[src/rtl/twowire_regslave.sv]
module twowire_regslave #(
  parameter int          AW          = 7,
  parameter logic [6:0]  DEV_ADDR_LO = 7'h3A,
  parameter logic [6:0]  DEV_ADDR_HI = 7'h3B,
  parameter logic [AW-1:0] CTRL_ADDR = 7'h40,
  parameter int          CONT_BIT    = 0
) (
  input  logic clk,
  input  logic rst_n,
  input  logic addr_sel,
  input  logic scl_i,
  input  logic sda_i,
  output logic sda_oe
);
  localparam int DEPTH = 1 << AW;

  typedef enum logic [3:0] {IDLE, DEVA, DEVACK, REGA, REGACK, WDAT, WACK, RDAT, RACK} st_t;

  st_t          state;
  logic [2:0]   scl_q, sda_q;
  logic [3:0]   cnt;
  logic [7:0]   sh;
  logic [AW-1:0] ptr;
  logic         rw, first, oe, sel_q;
  logic [7:0]   mem [DEPTH];

  wire scl_s = scl_q[1];
  wire scl_p = scl_q[2];
  wire sda_s = sda_q[1];
  wire sda_p = sda_q[2];
  wire rise    = scl_s & ~scl_p;
  wire fall    = ~scl_s & scl_p;
  wire start_c = scl_s & scl_p & sda_p & ~sda_s;
  wire stop_c  = scl_s & scl_p & ~sda_p & sda_s;

  wire [6:0]    my_addr    = sel_q ? DEV_ADDR_HI : DEV_ADDR_LO;
  wire          cont       = mem[CTRL_ADDR][CONT_BIT];
  wire [AW-1:0] nptr       = cont ? ptr + 1'b1 : ptr;
  wire          restart_ok = (state == IDLE) || (state == WDAT && cnt == 4'd1);

  assign sda_oe = oe;

  always_ff @(posedge clk)
    if (!rst_n) sel_q <= addr_sel;

  always_ff @(posedge clk or negedge rst_n) begin
    if (!rst_n) begin
      scl_q <= '1;
      sda_q <= '1;
      state <= IDLE;
      cnt   <= '0;
      sh    <= '0;
      ptr   <= '0;
      rw    <= 1'b0;
      first <= 1'b0;
      oe    <= 1'b0;
      for (int i = 0; i < DEPTH; i++) mem[i] <= '0;
    end else begin
      scl_q <= {scl_q[1:0], scl_i};
      sda_q <= {sda_q[1:0], sda_i};
      if (start_c) begin
        state <= restart_ok ? DEVA : IDLE;
        cnt   <= '0;
        oe    <= 1'b0;
      end else if (stop_c) begin
        state <= IDLE;
        oe    <= 1'b0;
      end else if (rise) begin
        case (state)
          DEVA, REGA, WDAT:
            if (cnt < 4'd8) begin
              sh  <= {sh[6:0], sda_s};
              cnt <= cnt + 1'b1;
            end
          RDAT: cnt <= cnt + 1'b1;
          RACK: if (sda_s) state <= IDLE;
          default: ;
        endcase
      end else if (fall) begin
        case (state)
          DEVA:
            if (cnt == 4'd8) begin
              if (sh[7:1] == my_addr) begin
                rw    <= sh[0];
                oe    <= 1'b1;
                state <= DEVACK;
              end else begin
                state <= IDLE;
              end
            end
          DEVACK: begin
            cnt <= '0;
            if (rw) begin
              sh    <= mem[ptr];
              oe    <= ~mem[ptr][7];
              state <= RDAT;
            end else begin
              oe    <= 1'b0;
              state <= REGA;
            end
          end
          REGA:
            if (cnt == 4'd8) begin
              ptr   <= sh[AW-1:0];
              oe    <= 1'b1;
              state <= REGACK;
            end
          REGACK: begin
            oe    <= 1'b0;
            cnt   <= '0;
            first <= 1'b1;
            state <= WDAT;
          end
          WDAT:
            if (cnt == 4'd8) begin
              if (cont || first) begin
                mem[ptr] <= sh;
                ptr      <= nptr;
                first    <= 1'b0;
                oe       <= 1'b1;
                state    <= WACK;
              end else begin
                state <= IDLE;
              end
            end
          WACK: begin
            oe    <= 1'b0;
            cnt   <= '0;
            state <= WDAT;
          end
          RDAT:
            if (cnt == 4'd8) begin
              oe    <= 1'b0;
              state <= RACK;
            end else begin
              sh <= {sh[6:0], 1'b0};
              oe <= ~sh[6];
            end
          RACK: begin
            ptr   <= nptr;
            sh    <= mem[nptr];
            oe    <= ~mem[nptr][7];
            cnt   <= '0;
            state <= RDAT;
          end
          default: ;
        endcase
      end
    end
  end


  stop_idle_chk: assert property (@(posedge clk) disable iff (!rst_n)
    stop_c |=> (state == IDLE && !sda_oe));


  drive_low_scl_chk: assert property (@(posedge clk) disable iff (!rst_n)
    $rose(sda_oe) |-> !scl_s);


  no_match_chk: assert property (@(posedge clk) disable iff (!rst_n)
    (fall && state == DEVA && cnt == 4'd8 && sh[7:1] != my_addr) |=> (state == IDLE && !sda_oe));


  extra_nack_chk: assert property (@(posedge clk) disable iff (!rst_n)
    (!start_c && !stop_c && fall && state == WDAT && cnt == 4'd8 && !cont && !first) |=> !sda_oe);


  ptr_wrap_chk: assert property (@(posedge clk) disable iff (!rst_n)
    (!start_c && !stop_c && fall && state == WDAT && cnt == 4'd8 && cont && ptr == '1) |=> ptr == '0);


  abort_start_chk: assert property (@(posedge clk) disable iff (!rst_n)
    (start_c && !restart_ok) |=> (state == IDLE && !sda_oe));
endmodule

[config.mk]
export PLATFORM = sky130hd
export DESIGN_NAME = twowire_regslave
export DESIGN_NICKNAME = d
export VERILOG_FILES = /design/src/rtl/twowire_regslave.sv
export SDC_FILE = /design/constraint.sdc
export NUM_CORES = 2
export LEC_CHECK = 0
export BUFFER_PORTS_ARGS = -buffer_cell sky130_fd_sc_hd__buf_2
export CAP_MARGIN = 20
export CORE_ASPECT_RATIO = 0.8
export CORE_MARGIN = 4
export CORE_UTILIZATION = 70
export DETAILED_ROUTE_END_ITERATION = 7
export PLACE_DENSITY = 0.86
export REMOVE_ABC_BUFFERS = 1
export SYNTH_ARGS = -nofsm -noshare
export SYNTH_HDL_FRONTEND = slang
export SYNTH_SLANG_ARGS = --single-unit
[constraint.sdc]
create_clock -name clk -period 4.76 [get_ports clk]
set_input_delay 0.952 -clock clk [delete_from_list [all_inputs] [get_ports clk]]
set_output_delay 0.952 -clock clk [all_outputs]
set_load 0.005 [all_outputs]
Word-level counts from Yosys, hierarchy flattened
Cells that the tools add are included.
W data, S select, Z words.
- bits in registers: 1057
- input port bits: 5
- output and inout port bits: 1
- word-level logic and storage cells: 280
- $add $sub $neg: 2
- order comparisons: 4
- eq/ne operators: 33
- mux-type cells: 59
- bitwise gates (word level): 19
- reduce and logical (&&, ||, !) cells: 25
- operator list (cell ; count):
    $bwmux W1024 ; 1
    $bmux W8 S7 ; 2
    $mux W8 ; 11
    $mux W4 ; 16
    $demux W8 S7 ; 1
    $reduce_and A8 Y1 ; 4
    $mux W7 ; 4
    $pmux W4 S7 ; 1
    $pmux W8 S3 ; 1
    $pmux W7 S3 ; 1
    $reduce_and A7 Y1 ; 3
    $eq A4 B3 Y1 const B ; 4
    $ge A8 B8 Y1 const B ; 2
    $ne A4 B4 Y1 const B ; 4
    $not A7 Y8 ; 2
    $mux W1 ; 15
    $ne A5 B5 Y1 const B ; 3
    $reduce_bool A3 Y1 ; 4
    $not A1 Y1 ; 10
    $reduce_bool A9 Y1 ; 1
    $eq A4 B1 Y1 const B ; 2
    $eq A4 B2 Y1 const B ; 2
    $eq A4 B4 Y1 const B ; 2
    $lt A8 B1 Y1 const B ; 1
    other kinds (27) ; 45

Longest topological paths before layout
- depth after elaboration: 12
- gate-level depth with buffers: 13
- gate-level depth less buffers: 10

Worst setup path before layout
OpenSTA, ideal clock, no wires.
- path kind: register -> register
- start point: register ptr[0]
- end point: register sh[5]
- setup time: 0.126 ns
- arrival time: 2.865 ns
- required time: 4.634 ns
- path slack: 1.769 ns
- cell stages (with the launch flop): 12
- buffers on the path: 3
- clock period less this slack: 2.991 ns
- cell sequence: dfrtp_1 ha_1 mux2_2 buf_2 buf_2 buf_1 mux4_2 mux4_2 a22oi_1 nand2_1 a22oi_1 a21oi_1
- word-level cells in the longest chain between the ends: 9
- elaborated cells on any way between the ends: 14
- those cells by class: add/sub (1); mux (11); bitwise (2)
- RTL lines (item ; RTL line ; text):
    start, declared ; 23 ; logic [AW-1:0] ptr;
    start signal, assigned ; 104 ; ptr <= sh[AW-1:0];
    start signal, assigned ; 118 ; ptr <= nptr;
    start signal, assigned ; 140 ; ptr <= nptr;
    $add A7 B1 Y7 ; 38 ; wire [AW-1:0] nptr = cont ? ptr + 1'b1 : ptr;
    $mux W7 ; 38 ;
    $not A7 Y8 (implied by the code) ; 141 ; sh <= mem[nptr];
    $bmux W8 S7 ; 141 ;
    $mux W8 (implied by the code) (2 in a row) ; 141 ;
    $pmux W8 S3 * ; 80 ; case (state)
    $mux W8 * ; 79 ; end else if (fall) begin
    $mux W8 * ; 68 ; end else if (rise) begin
    end signal, assigned ; 72 ; sh <= {sh[6:0], sda_s};
    end signal, assigned ; 94 ; sh <= mem[ptr];
    end signal, assigned ; 141 ;
    end, declared ; 22 ; logic [7:0] sh;
Mark *: on every way between the ends. The rest lies on a longest branch, timed or not. The select of a mux whose other input is x is not followed.
A chain may end at the register's enable or synchronous reset.

Worst setup path after layout
- start point: register sda_q[1]
- end point: register mem[300] in the netlist's numbering
- word-level cells in the longest chain between the ends: 4
- elaborated cells on any way between the ends: 6
- those cells by class: bitwise (5); reduce/logical (1)
- RTL lines (item ; RTL line ; text):
    start, declared ; 20 ; logic [2:0] scl_q, sda_q;
    start signal, assigned ; 60 ; sda_q <= {sda_q[1:0], sda_i};
    $not A1 Y1 ; 33 ; wire start_c = scl_s & scl_p & sda_p & ~sda_s;
    $and A1 B1 Y1 ; 33 ;
    $not A1 Y1 (no source line) ; n/a ;
    $reduce_and A7 Y1 (no source line) * ; n/a ;
    end signal, assigned by index ; 117 ; mem[ptr] <= sh;
    end, declared ; 25 ; logic [7:0] mem [DEPTH];
Mark *: on every way between the ends. The rest lies on a longest branch, timed or not.

==> results.yml <==
routing:
  detail-route-antenna-nets: 0
  vias: 44217
  route.detailed.drc: 5
  drtIter0Drc: 8092
  wire_per_inst_um: 38.46
  wirelength_um: 206000
  first_pass_iters: 8
  vias_per_cell: 8.256
run:
  cap_violations: 0
critical_path:
  r2r.worst_path.cells: 8
  arrival_ns: 4.81
  critPathRequiredTime_ns: 5.32
  critPathMaxStageDelay_ns: 1.05
  end_kind: "flip-flop"
  r2r_end: "mem[300]$_DFFE_PN0P_"
  r2r_setup_slack_ns: 0.51
  crit_chain: "xnor2_1 > nor2_1 > nor2_1 > nand4_1 > or2_2 > nor3_2 > nand2_2 > mux2_2"
  slowest_stage: "nor3_2"
  crit_buf_inv: 0
  crit_path_frequent_cell: "nor2_1"
  crit_type: "reg2reg"
  setup.worst_path.start_class: "flip-flop"
  r2r_start: "sda_q[1]$_DFF_PN1_"
  cpLargestDelayFamily: "simple AND/OR/NAND/NOR gates"
  cp_max_fo: 17
clock_network:
  cts_buffers: 101
  clk_path_buf_depth: 3
  clkLatencyLatePin_ns: 0.71
  cts_sinks: 1057
  cts_setup_buffers: 0
  ctsHoldBuffers: 0
  htreeDepth: 3
  cts_tree: "done"
  clk_pin_slew_ns: 0.06
  cts_root_buf: "clkbuf_16"
  post_cts_resized: 0
placed_design:
  portBuffers: 5
  hpwl_um: 134100
  placedCellCount: 5157
  gp_congestion: 1.056
  pre_cts_ws_ns: 0.8104
  place_area_sq_um: 58740
floorplanning:
  die_y_um: 262.8
  initial_core_util_pct: 70.62
  ios: 6
  num_rows: 93
  coreArea_sq_um: 80410
  dieArea_sq_um: 85770
  die_x_um: 326.4
final_layout:
  mostFrequentLayoutCells: "mux2_2 (1091), dfrtp_1 (1038), mux4_2 (337), nand2_1 (190), buf_4 (190)"
  layout_commonest_cell: "mux2_2"
  nNetsFinal: 4181
  final_cells: 5356
  fin_area_sq_um: 62270
  syn_to_final_growth_pct: 9.657
  drive_above_1_share_pct: 44.80
synth:
  ys_seq_area_share_pct: 46.60
  synthCells: 4202
  synth.distinct_cells: 76
  async_reset_ff_share_pct: 99.91
  synth_area_sq_um: 56790
  ys_seq_elements: 1057
  synth.avg_cell_area_sq_um: 13.51
  ys.flop_type: "dfrtp_1"
  synth_edf_count: 1
  yosysWarnings: 0
run_status:
  violations: "design-rule violations"
  status: "complete, but fails checks"
sta:
  max_freq_ghz: 0.2355
  period_share_pct: 89.23
  tightest_slew_ns: 1.317
  slew_violations: 0
  period_needed_ns: 4.247
  finalSetupTns_ns: 0
  grt_setup_unrepaired: "no"
  setup_viol: 0
  setup_slack_ns: 0.5129
  maxSlewHeadroom_pct: 11.89
  hold_viol: 0
  clock_skew_ns: 0.03584
  hold_ws_ns: 0.2111
power_and_ir_drop:
  vdd_ir_drop_max_mv: 0.4162
  p_leak_nw: 27.88
  p_per_area_nw_per_um2: 402.1
global_route:
  grt_pass1_wl_um: 300800
  grt_max_degree: 152
  grtUsageTotal_pct: 47.63
  antenna_found_initial: 22
  grt_pass1_vias: 43631
  grt.overflow.total: 0
min_path:
  hold_path.class: "in2async"
-- how the worst max path moves through the flow --
stage | from | end | slack, ns | cells after the start
6_report | sda_q[1]$_DFF_PN1_ | mem[300]$_DFFE_PN0P_ | 0.51 | 8
2_1_floorplan | ptr[0]$_DFFE_PN0P_ | sda_oe$_DFFE_PN0P_ | -6.92 | 8
5_1_grt | ptr[1]$_DFFE_PN0P_ | sh[0]$_DFFE_PN0P_ | 0.53 | 9
3_3_place_gp | sda_q[1]$_DFF_PN1_ | mem[312]$_DFFE_PN0P_ | 0.86 | 8
3_5_place_dp | sda_q[1]$_DFF_PN1_ | mem[318]$_DFFE_PN0P_ | 0.81 | 8
4_1_cts | sda_q[1]$_DFF_PN1_ | mem[300]$_DFFE_PN0P_ | 0.77 | 8
-- worst register-to-register path: stages (launching register included) --
cell and delay (ns):
dfstp_2 0.57, xnor2_1 0.13, nor2_1 0.12, nor2_1 0.43, nand4_1 0.25, or2_2 0.72
nor3_2 1.06, nand2_2 0.44, mux2_2 0.41
-- cell usage after synthesis, drive strengths merged (16+ instances only) --
library cell / instances / area, sq um
mux4: 339 / 7642
nor2: 135 / 506.7
nor3: 31 / 175.2
o211ai: 22 / 165.2
nand4: 19 / 118.9
dfrtp: 1050 / 26280
a221o: 26 / 260.3
mux2: 1092 / 12300
a21oi: 111 / 555.5
nand2: 222 / 913.4
o21ai: 73 / 365.4
a31oi: 31 / 193.9
clkbuf: 209 / 784.5
a22oi: 169 / 1269
nand3: 46 / 230.2
mux2i: 89 / 890.9
a22o: 33 / 289.0
inv: 21 / 78.83
buf: 154 / 882.1
o2bb2ai: 17 / 148.9
o22ai: 16 / 100.1
a221oi: 84 / 735.7
-- report_power, final --
part	internal (W)	leakage [nW]	switching (W)
logic	0.00187	11.5	0.00488
clock network	0.00490	1.70	0.00369
registers	0.00906	14.7	0.000638
-- area by class of cell --
| type | instances | area [sq um] |
|---|---|---|
| clock buffers | 145 | 2947 |
| diodes | 12 | 30.03 |
| inverters | 23 | 86.33 |
| multi-input cells | 2759 | 28700 |
| clock inverters | 41 | 525.5 |
| repair buffers | 227 | 2110 |
| fillers | 4602 | 18140 |
| well taps | 1092 | 1366 |
| flip-flops and latches | 1057 | 26510 |
-- through the flow --
stage	util (%)	total power, W
after CTS	77.37	0.02446
after global placement	73.05	0.01597
after global routing	77.41	0.02526
after detailed placement	73.05	0.01604
after floorplan	-	0.01283
final	77.44	0.02504
-- sequential cells by signal, summed over array words and instances, names as in the netlist --
name / count
cnt: 4
cont: 1
first: 1
mem: 1023
ptr: 7
rw: 1
scl_q: 3
sda_oe: 1
sda_q: 3
sel_q: 1
sh: 8
state: 4
-- layer usage --
| layer | GRT usage, % | vias up | share of wire, % |
|---|---|---|---|
| li1 | - | 16300 | - |
| met1 | 62.45 | 22143 | 34 |
| met2 | 63.99 | 4478 | 40 |
| met3 | 24.79 | 1262 | 18 |
| met4 | 26.28 | 34 | 7.9 |
| met5 | 1.561 | - | 0.22 |
-- logic make-up (layout without fill, tap and decap cells) --
family | Yosys count | in the layout | synth area share [%]
adders and majority gates | 7 | 7 | 0.1542
xor gates and xnor gates | 13 | 13 | 0.2666
muxes | 1520 | 1520 | 36.68
and+or+nand+nor | 523 | 523 | 4.279
other | 0 | 12 | 0
DFF | 1057 | 1057 | 46.60
AOI/OAI and AO/OA | 696 | 696 | 8.930
buffers and inverters | 386 | 436 | 3.087
No activity file was read; power rests on OpenSTA's default activity.
